### src/rtl/sysreg_pkg.sv
package sysreg_pkg;

    localparam logic [11:0] OFS_ID     = 12'h000;
    localparam logic [11:0] OFS_SW     = 12'h004;
    localparam logic [11:0] OFS_LED    = 12'h008;
    localparam logic [11:0] OFS_TICK   = 12'h024;
    localparam logic [11:0] OFS_FSET   = 12'h030;
    localparam logic [11:0] OFS_FCLR   = 12'h034;
    localparam logic [11:0] OFS_NSET   = 12'h038;
    localparam logic [11:0] OFS_NCLR   = 12'h03C;
    localparam logic [11:0] OFS_CARD   = 12'h048;
    localparam logic [11:0] OFS_FLASH  = 12'h04C;
    localparam logic [11:0] OFS_MISC   = 12'h060;
    localparam logic [11:0] OFS_PROC0  = 12'h084;
    localparam logic [11:0] OFS_PROC1  = 12'h088;

    typedef enum logic [3:0] {
        SEL_NONE, SEL_ID, SEL_SW, SEL_LED, SEL_TICK,
        SEL_FSET, SEL_FCLR, SEL_NSET, SEL_NCLR,
        SEL_CARD, SEL_FLASH, SEL_MISC, SEL_PROC0, SEL_PROC1
    } reg_sel_e;

endpackage

### src/rtl/sysreg_decode.sv
module sysreg_decode
    import sysreg_pkg::*;
#(
    parameter int ADDR_W = 12
) (
    input  logic [ADDR_W-1:0] addr,
    output reg_sel_e          sel
);

    always_comb begin
        sel = SEL_NONE;
        unique case (addr)
            ADDR_W'(OFS_ID):    sel = SEL_ID;
            ADDR_W'(OFS_SW):    sel = SEL_SW;
            ADDR_W'(OFS_LED):   sel = SEL_LED;
            ADDR_W'(OFS_TICK):  sel = SEL_TICK;
            ADDR_W'(OFS_FSET):  sel = SEL_FSET;
            ADDR_W'(OFS_FCLR):  sel = SEL_FCLR;
            ADDR_W'(OFS_NSET):  sel = SEL_NSET;
            ADDR_W'(OFS_NCLR):  sel = SEL_NCLR;
            ADDR_W'(OFS_CARD):  sel = SEL_CARD;
            ADDR_W'(OFS_FLASH): sel = SEL_FLASH;
            ADDR_W'(OFS_MISC):  sel = SEL_MISC;
            ADDR_W'(OFS_PROC0): sel = SEL_PROC0;
            ADDR_W'(OFS_PROC1): sel = SEL_PROC1;
            default:            sel = SEL_NONE;
        endcase
    end

endmodule

### src/rtl/sysreg_flagword.sv
module sysreg_flagword #(
    parameter int W = 32
) (
    input  logic         clk,
    input  logic         rst_n,
    input  logic         clr_all,
    input  logic         set_en,
    input  logic         clr_en,
    input  logic [W-1:0] wdata,
    output logic [W-1:0] q
);

    always_ff @(posedge clk or negedge rst_n) begin
        if (!rst_n)       q <= '0;
        else if (clr_all) q <= '0;
        else if (set_en)  q <= q | wdata;
        else if (clr_en)  q <= q & ~wdata;
    end

    // soft reset empties the word on the next edge
    p_soft_clear_r7: assert property (@(posedge clk) disable iff (!rst_n)
        clr_all |=> (q == '0));

    // every written set bit is present afterwards
    p_set_lands_r4: assert property (@(posedge clk) disable iff (!rst_n)
        (set_en && !clr_all) |=> ((q & $past(wdata)) == $past(wdata)));

    // every written clear bit is gone afterwards
    p_clear_lands_r5: assert property (@(posedge clk) disable iff (!rst_n)
        (clr_en && !set_en && !clr_all) |=> ((q & $past(wdata)) == '0));

    // without a set, clear or soft reset the word holds
    p_idle_hold_r6: assert property (@(posedge clk) disable iff (!rst_n)
        (!set_en && !clr_en && !clr_all) |=> $stable(q));

endmodule

### src/rtl/sysreg_tick_ctr.sv
module sysreg_tick_ctr #(
    parameter int W = 32
) (
    input  logic         clk,
    input  logic         rst_n,
    input  logic         tick_en,
    output logic [W-1:0] q
);

    always_ff @(posedge clk or negedge rst_n) begin
        if (!rst_n)       q <= '0;
        else if (tick_en) q <= q + 1'b1;
    end

    // one step per tick, no step otherwise
    p_tick_step_r11: assert property (@(posedge clk) disable iff (!rst_n)
        tick_en |=> (q == $past(q) + 1'b1));

    p_tick_idle_r11: assert property (@(posedge clk) disable iff (!rst_n)
        !tick_en |=> $stable(q));

endmodule

### src/rtl/sysreg_bank.sv
module sysreg_bank
    import sysreg_pkg::*;
#(
    parameter int          DATA_W     = 32,
    parameter int          ADDR_W     = 12,
    parameter int          LED_N      = 8,
    parameter int          SW_N       = 8,
    parameter int          MASTER_BIT = 14,
    parameter logic [11:0] ID_BOARD   = 12'h190,
    parameter logic [15:0] ID_LOW     = 16'h0A05,
    parameter logic [31:0] PROC0_ID   = 32'h1400_0191,
    parameter logic [31:0] PROC1_ID   = 32'h2400_0192
) (
    input  logic              clk,
    input  logic              rst_n,
    input  logic              soft_rst,
    input  logic              acc_stb,
    input  logic              acc_we,
    input  logic [ADDR_W-1:0] acc_addr,
    input  logic [DATA_W-1:0] acc_wdata,
    output logic [DATA_W-1:0] acc_rdata,
    input  logic              tick_en,
    input  logic [SW_N-1:0]   sw_i,
    input  logic              card_present_i,
    input  logic              card_wprot_i,
    output logic [LED_N-1:0]  led_o,
    output logic              flash_wp_n_o,
    output logic              master_sel_o
);

    localparam logic [31:0] ID_WORD = {4'h0, ID_BOARD, ID_LOW};

    reg_sel_e          sel;
    logic              wr_acc, rd_acc;
    logic [DATA_W-1:0] vflags, nvflags, tick_cnt, rd_mux;

    assign wr_acc = acc_stb &&  acc_we;
    assign rd_acc = acc_stb && !acc_we;

    sysreg_decode #(.ADDR_W(ADDR_W)) u_decode (
        .addr (acc_addr),
        .sel  (sel)
    );

    sysreg_flagword #(.W(DATA_W)) u_vflags (
        .clk     (clk),
        .rst_n   (rst_n),
        .clr_all (soft_rst),
        .set_en  (wr_acc && sel == SEL_FSET),
        .clr_en  (wr_acc && sel == SEL_FCLR),
        .wdata   (acc_wdata),
        .q       (vflags)
    );

    sysreg_flagword #(.W(DATA_W)) u_nvflags (
        .clk     (clk),
        .rst_n   (rst_n),
        .clr_all (1'b0),
        .set_en  (wr_acc && sel == SEL_NSET),
        .clr_en  (wr_acc && sel == SEL_NCLR),
        .wdata   (acc_wdata),
        .q       (nvflags)
    );

    sysreg_tick_ctr #(.W(DATA_W)) u_tick (
        .clk     (clk),
        .rst_n   (rst_n),
        .tick_en (tick_en),
        .q       (tick_cnt)
    );

    // stored control bits
    always_ff @(posedge clk or negedge rst_n) begin
        if (!rst_n) begin
            led_o        <= '0;
            flash_wp_n_o <= 1'b0;
            master_sel_o <= 1'b0;
        end else if (wr_acc) begin
            if (sel == SEL_LED)   led_o        <= acc_wdata[LED_N-1:0];
            if (sel == SEL_FLASH) flash_wp_n_o <= acc_wdata[0];
            if (sel == SEL_MISC)  master_sel_o <= acc_wdata[MASTER_BIT];
        end
    end

    // read multiplexer
    always_comb begin
        rd_mux = '0;
        unique case (sel)
            SEL_ID:    rd_mux = DATA_W'(ID_WORD);
            SEL_SW:    rd_mux = DATA_W'(sw_i);
            SEL_LED:   rd_mux = DATA_W'(led_o);
            SEL_TICK:  rd_mux = tick_cnt;
            SEL_FSET:  rd_mux = vflags;
            SEL_NSET:  rd_mux = nvflags;
            SEL_CARD:  rd_mux = DATA_W'({card_wprot_i, card_present_i});
            SEL_FLASH: rd_mux = DATA_W'(flash_wp_n_o);
            SEL_MISC:  rd_mux[MASTER_BIT] = master_sel_o;
            SEL_PROC0: rd_mux = DATA_W'(PROC0_ID);
            SEL_PROC1: rd_mux = DATA_W'(PROC1_ID);
            default:   rd_mux = '0;
        endcase
    end

    always_ff @(posedge clk or negedge rst_n) begin
        if (!rst_n)      acc_rdata <= '0;
        else if (rd_acc) acc_rdata <= rd_mux;
    end

    // read data moves only on a read access
    p_rdata_hold_r12: assert property (@(posedge clk) disable iff (!rst_n)
        !rd_acc |=> $stable(acc_rdata));

    // LED write shows on the pins one edge later
    p_led_write_r3: assert property (@(posedge clk) disable iff (!rst_n)
        (wr_acc && acc_addr == ADDR_W'(OFS_LED)) |=> (led_o == $past(acc_wdata[LED_N-1:0])));

    // flash protect changes only through its own write
    p_flash_hold_r9: assert property (@(posedge clk) disable iff (!rst_n)
        !(wr_acc && acc_addr == ADDR_W'(OFS_FLASH)) |=> $stable(flash_wp_n_o));

    // master select changes only through its own write
    p_master_hold_r10: assert property (@(posedge clk) disable iff (!rst_n)
        !(wr_acc && acc_addr == ADDR_W'(OFS_MISC)) |=> $stable(master_sel_o));

endmodule

### config.mk
export PLATFORM = sky130hd
export DESIGN_NAME = sysreg_bank
export DESIGN_NICKNAME = d
export VERILOG_FILES = /design/src/rtl/sysreg_pkg.sv /design/src/rtl/sysreg_decode.sv /design/src/rtl/sysreg_flagword.sv /design/src/rtl/sysreg_tick_ctr.sv /design/src/rtl/sysreg_bank.sv
export SDC_FILE = /design/constraint.sdc
export NUM_CORES = 1
export LEC_CHECK = 0
export CAP_MARGIN = 20
export CORE_AREA = 8 8 151 153
export DETAILED_ROUTE_END_ITERATION = 7
export DIE_AREA = 0 0 159 161
export DONT_BUFFER_PORTS = 1
export GPL_TIMING_DRIVEN = 1
export MAX_ROUTING_LAYER = met4
export SYNTH_ARGS = -nofsm -noshare
export SYNTH_HDL_FRONTEND = slang
export SYNTH_SLANG_ARGS = --single-unit
### constraint.sdc
create_clock -name clk -period 3.9 [get_ports clk]
set_input_delay 0.78 -clock clk [delete_from_list [all_inputs] [get_ports clk]]
set_output_delay 0.78 -clock clk [all_outputs]
set_load 0.02 [all_outputs]
==> results by group <==
Cells and area
  – Filler instances: 2046
  – N_diodes: 0
  – Nets: 748
  – Share of layout cells above drive strength 1: 10.2%
  – Area growth syn-to-layout: 11.3%
  – Final Instance Area: ~8000 um2

Power
  – Clock share of power: 47.6%
  – Sw Ratio: 24.0%
  – Power per cell area: around 420 nW/um2
  – Comb power frac: 5.1%
  – Static leakage: 3.33 nW
  – Int Power: ~0.0025 W
  – NetSw: 0.000786 W
  – Peak supply drop: 0.000242 V
  – Sequential share of power: 47.3%

Synth
  – Commonest register cell after synthesis: dfrtp_1
  – Adder-Cell Fraction of Synth Area: 0.177%
  – XOR/XNOR Fraction of Synth Area: 4.22%
  – Largest family of logic cells by synthesized area: simple AND/OR/NAND/NOR gates
  – Syn Inst Count: 705
  – Simple-gate area share of the yosys netlist: roughly a fifth
  – Synth Register Bits: approximately 140
  – Ys Warns: 0
  – Most common cell in the netlist: dfrtp_1
  – Post-synth top cells: dfrtp_1 (138), nand3_1 (80), nand2_1 (54)
  – Yosys top cell by area: dfrtp_1
  – Synthesized cell area: 7060 um2
  – Yosys cell types: 59
  – Area contributors post-synth: dfrtp_1 (49%), nand3_1 (5.7%), mux2i_1 (4.5%)
  – Asr flop ratio synth: between 90% and 100%
  – Multiplexer area fraction after synthesis: 6.51%
  – Syn avg cell area: 10.0 um2
  – Post-synth EDFFs: 0
  – Register area share after synthesis: roughly half
  – Synthesized Nets: between 700 and 800
  – Synth Area in Compound Gates: ~17%
  – Fraction of synthesized cell area taken by the top area cell type: 48.9%

Clocking
  – CTS Sinks: between 100 and 150
  – TritonCTS clock tree: yes
  – Hold_buf cts: 0
  – Clock Pin Slew Worst Setup and Hold Paths: 0.06 ns
  – CTS Buf Count: 17
  – Post-CTS sizing: 0
  – Clock tree buffer depth: 2
  – Clk_lat worst skew: 0.42 ns
  – Setup Buffers After CTS: 0
  – H-tree depth: 4
  – Root Driver: clkbuf_16

Timing
  – Final Hold Viols: 0
  – Slew @ Worst Pin: 0.884 ns
  – Fmax: ~0.37 GHz
  – Slew HR: between 40% and 50%
  – Final setup TNS: 0 ns
  – Final Skew: 0.00749 ns
  – Setup Viol. Count Final: 0
  – Final worst-path cycle share: a little over two thirds
  – Fin. max-slew vios: 0
  – RSZ-0062 raised after global routing: false
  – Minimum clock period: 2.71 ns

Placement
  – Dpl cell area: 7280 um2
  – Buffers on Ports: 0
  – DP Wirelength: 13.1 mm
  – RePlAce Congestion: 0.800

Die
  – Die width: 159 um
  – DIE AREA: approximately 26000 um2
  – Die height: 161 um
  – Io pins: 102
  – Starting Density: around a third
  – Num rows: between 50 and 60
  – Core area: 20600 um2

Detailed routing
  – Initial DRC count: between 300 and 400
  – DR vias: 5399
  – Post-route ant nets: 0
  – Remaining DRCs: 0
  – Post-Route WL: 19.8 mm
  – Vias/cell: 5.54
  – WL per Instance: 20.4 um
  – DR pass1 iterations: 5

Critical path
  – Reg-to-reg slack, setup: 2.12 ns
  – CP Data Arrival Time: 3.05 ns
  – CP Cell Sequence: or4_1 -> nor3_1 -> o21ai_0 -> a2111oi_4 -> nand2_1 -> a31oi_1
  – Crit Path Class: primary input to flop
  – Crit Path Max Fanout: 8
  – Slowest stage delay, CP: around 0.65 ns
  – Worst setup EP type: flop
  – Critical Path RT: 4.24 ns
  – Startpoint Class: primary input
  – Crit path max-delay cell type: a2111oi_4

Global routing
  – Initial antenna violation count: 0
  – Total Routing Usage GR: between 10% and 20%
  – Overflow after GRT: 0
  – Largest net degree at the start of global routing: 139
  – Number of global-route vias before repair: 5405
  – First-pass GRT wire length: about 32 mm

Outcome
  – Outcome: complete, no violations

Hold path
  – Worst Hold Class: primary input to asynchronous set/reset pin

Flow run
  – Maximum Capacitance Violations: 0
[worst paths after layout]
path	from	end	cells after the start
max reg2reg	u_tick.q[3]	u_tick.q[31]	7
min in group clk	tick_en	u_tick.q[0]	1
max in group asynchronous	rst_n	u_vflags.q[0]	0
min reg2reg	u_tick.q[31]	u_tick.q[31]	1
min	rst_n	led_o[6]	0
max	acc_addr[1]	acc_rdata[0]	6
[kinds of logic (layout without fill, tap and decap cells)]
family / Yosys count / in the layout
XOR/XNOR: 34 / 34
multiplexers: 44 / 44
AND/OR/NAND/NOR: 266 / 266
adder cells (fa/ha/maj): 1 / 1
buffers and inverters: 57 / 51
AO/OA/AOI/OAI: 165 / 165
flip-flops: 138 / 138
[metrics by stage]
| stage | power [W] | worst slack (ns) | util, % | hold slack [ns] | instances |
|---|---|---|---|---|---|
| 2_1_floorplan | 0.00170 | 1.12 | - | 0.442 | 705 |
| 6_report | 0.00328 | 1.19 | 38.2 | 0.0575 | 974 |
| 3_5_place_dp | 0.00174 | 0.748 | 35.4 | 0.460 | 943 |
| 5_1_grt | 0.00338 | 1.03 | 38.2 | 0.0436 | 974 |
| 4_1_cts | 0.00330 | 1.20 | 38.2 | 0.0383 | 974 |
| 3_3_place_gp | 0.00174 | 0.817 | 35.4 | 0.457 | 943 |
[power by group through the flow]
| stage | combinational (W) | clock [W] | sequential [W] |
|---|---|---|---|
| floorplan | 0.000145 | 0 | 0.00155 |
| global placement | 0.000164 | 0 | 0.00157 |
| detailed placement | 0.000166 | 0 | 0.00157 |
| CTS | 0.000168 | 0.00159 | 0.00155 |
| global route | 0.000184 | 0.00164 | 0.00156 |
| finish | 0.000167 | 0.00156 | 0.00155 |
[metal layers]
layer | wire [um] | GRT usage [%] | share of wire, %
met1 | 8600 | 19.4 | 43
met2 | 9540 | 25.2 | 48
met3 | 1420 | 4.99 | 7.1
met4 | 283 | 4.97 | 1.4
met5 | 0 | - | 0
[cell type report]
cell class | count | area (um2) | area share, %
repair buffers | 18 | 135 | 1.72
well taps | 275 | 344 | 4.38
multi-input cells | 510 | 3340 | 42.5
flip-flops and latches | 138 | 3450 | 44.0
clock buffers | 21 | 480 | 6.12
clock inverters | 10 | 92.6 | 1.18
inverters | 2 | 7.51 | 0.0956
[critical path: cells and delay by family]
family	cells	cell delay (ns)
AOI/OAI and AO/OA	3	1.11
and+or+nand+nor	3	1.16
[placed cells by master, fill, tap and decap left out, types with 2 or more instances in the layout]
master      Yosys  routed
a221oi_1        6       6
dfrtp_1       138     138
a211o_1         2       2
a22o_1         36      36
clkinv_2        0       3
nor3_1          7       7
nor2b_1         3       3
a22oi_1        25      25
nand2b_1       41      41
xor2_1         12      11
or3b_1          2       2
mux2_2         10      10
inv_1           2       2
and3_1          9       9
buf_4           3      18
nand3_1        80      80
a31oi_1         8       8
o2bb2ai_1       2       2
a211oi_1        2       2
o21ai_0        23      23
clkbuf_8        0       4
a2111oi_4       2       2
clkbuf_16       0      17
nand4_1         8       8
nand2_1        54      54
xnor2_1        22      22
and2_1          3       3
nor2_1         44      44
clkinvlp_4      0       4
o21ai_1         3       3
and4_1          3       3
o22ai_1         2       2
nor4_1          3       3
a21oi_1        41      41
mux2i_1        32      32
(Power assumes the default switching activity.)
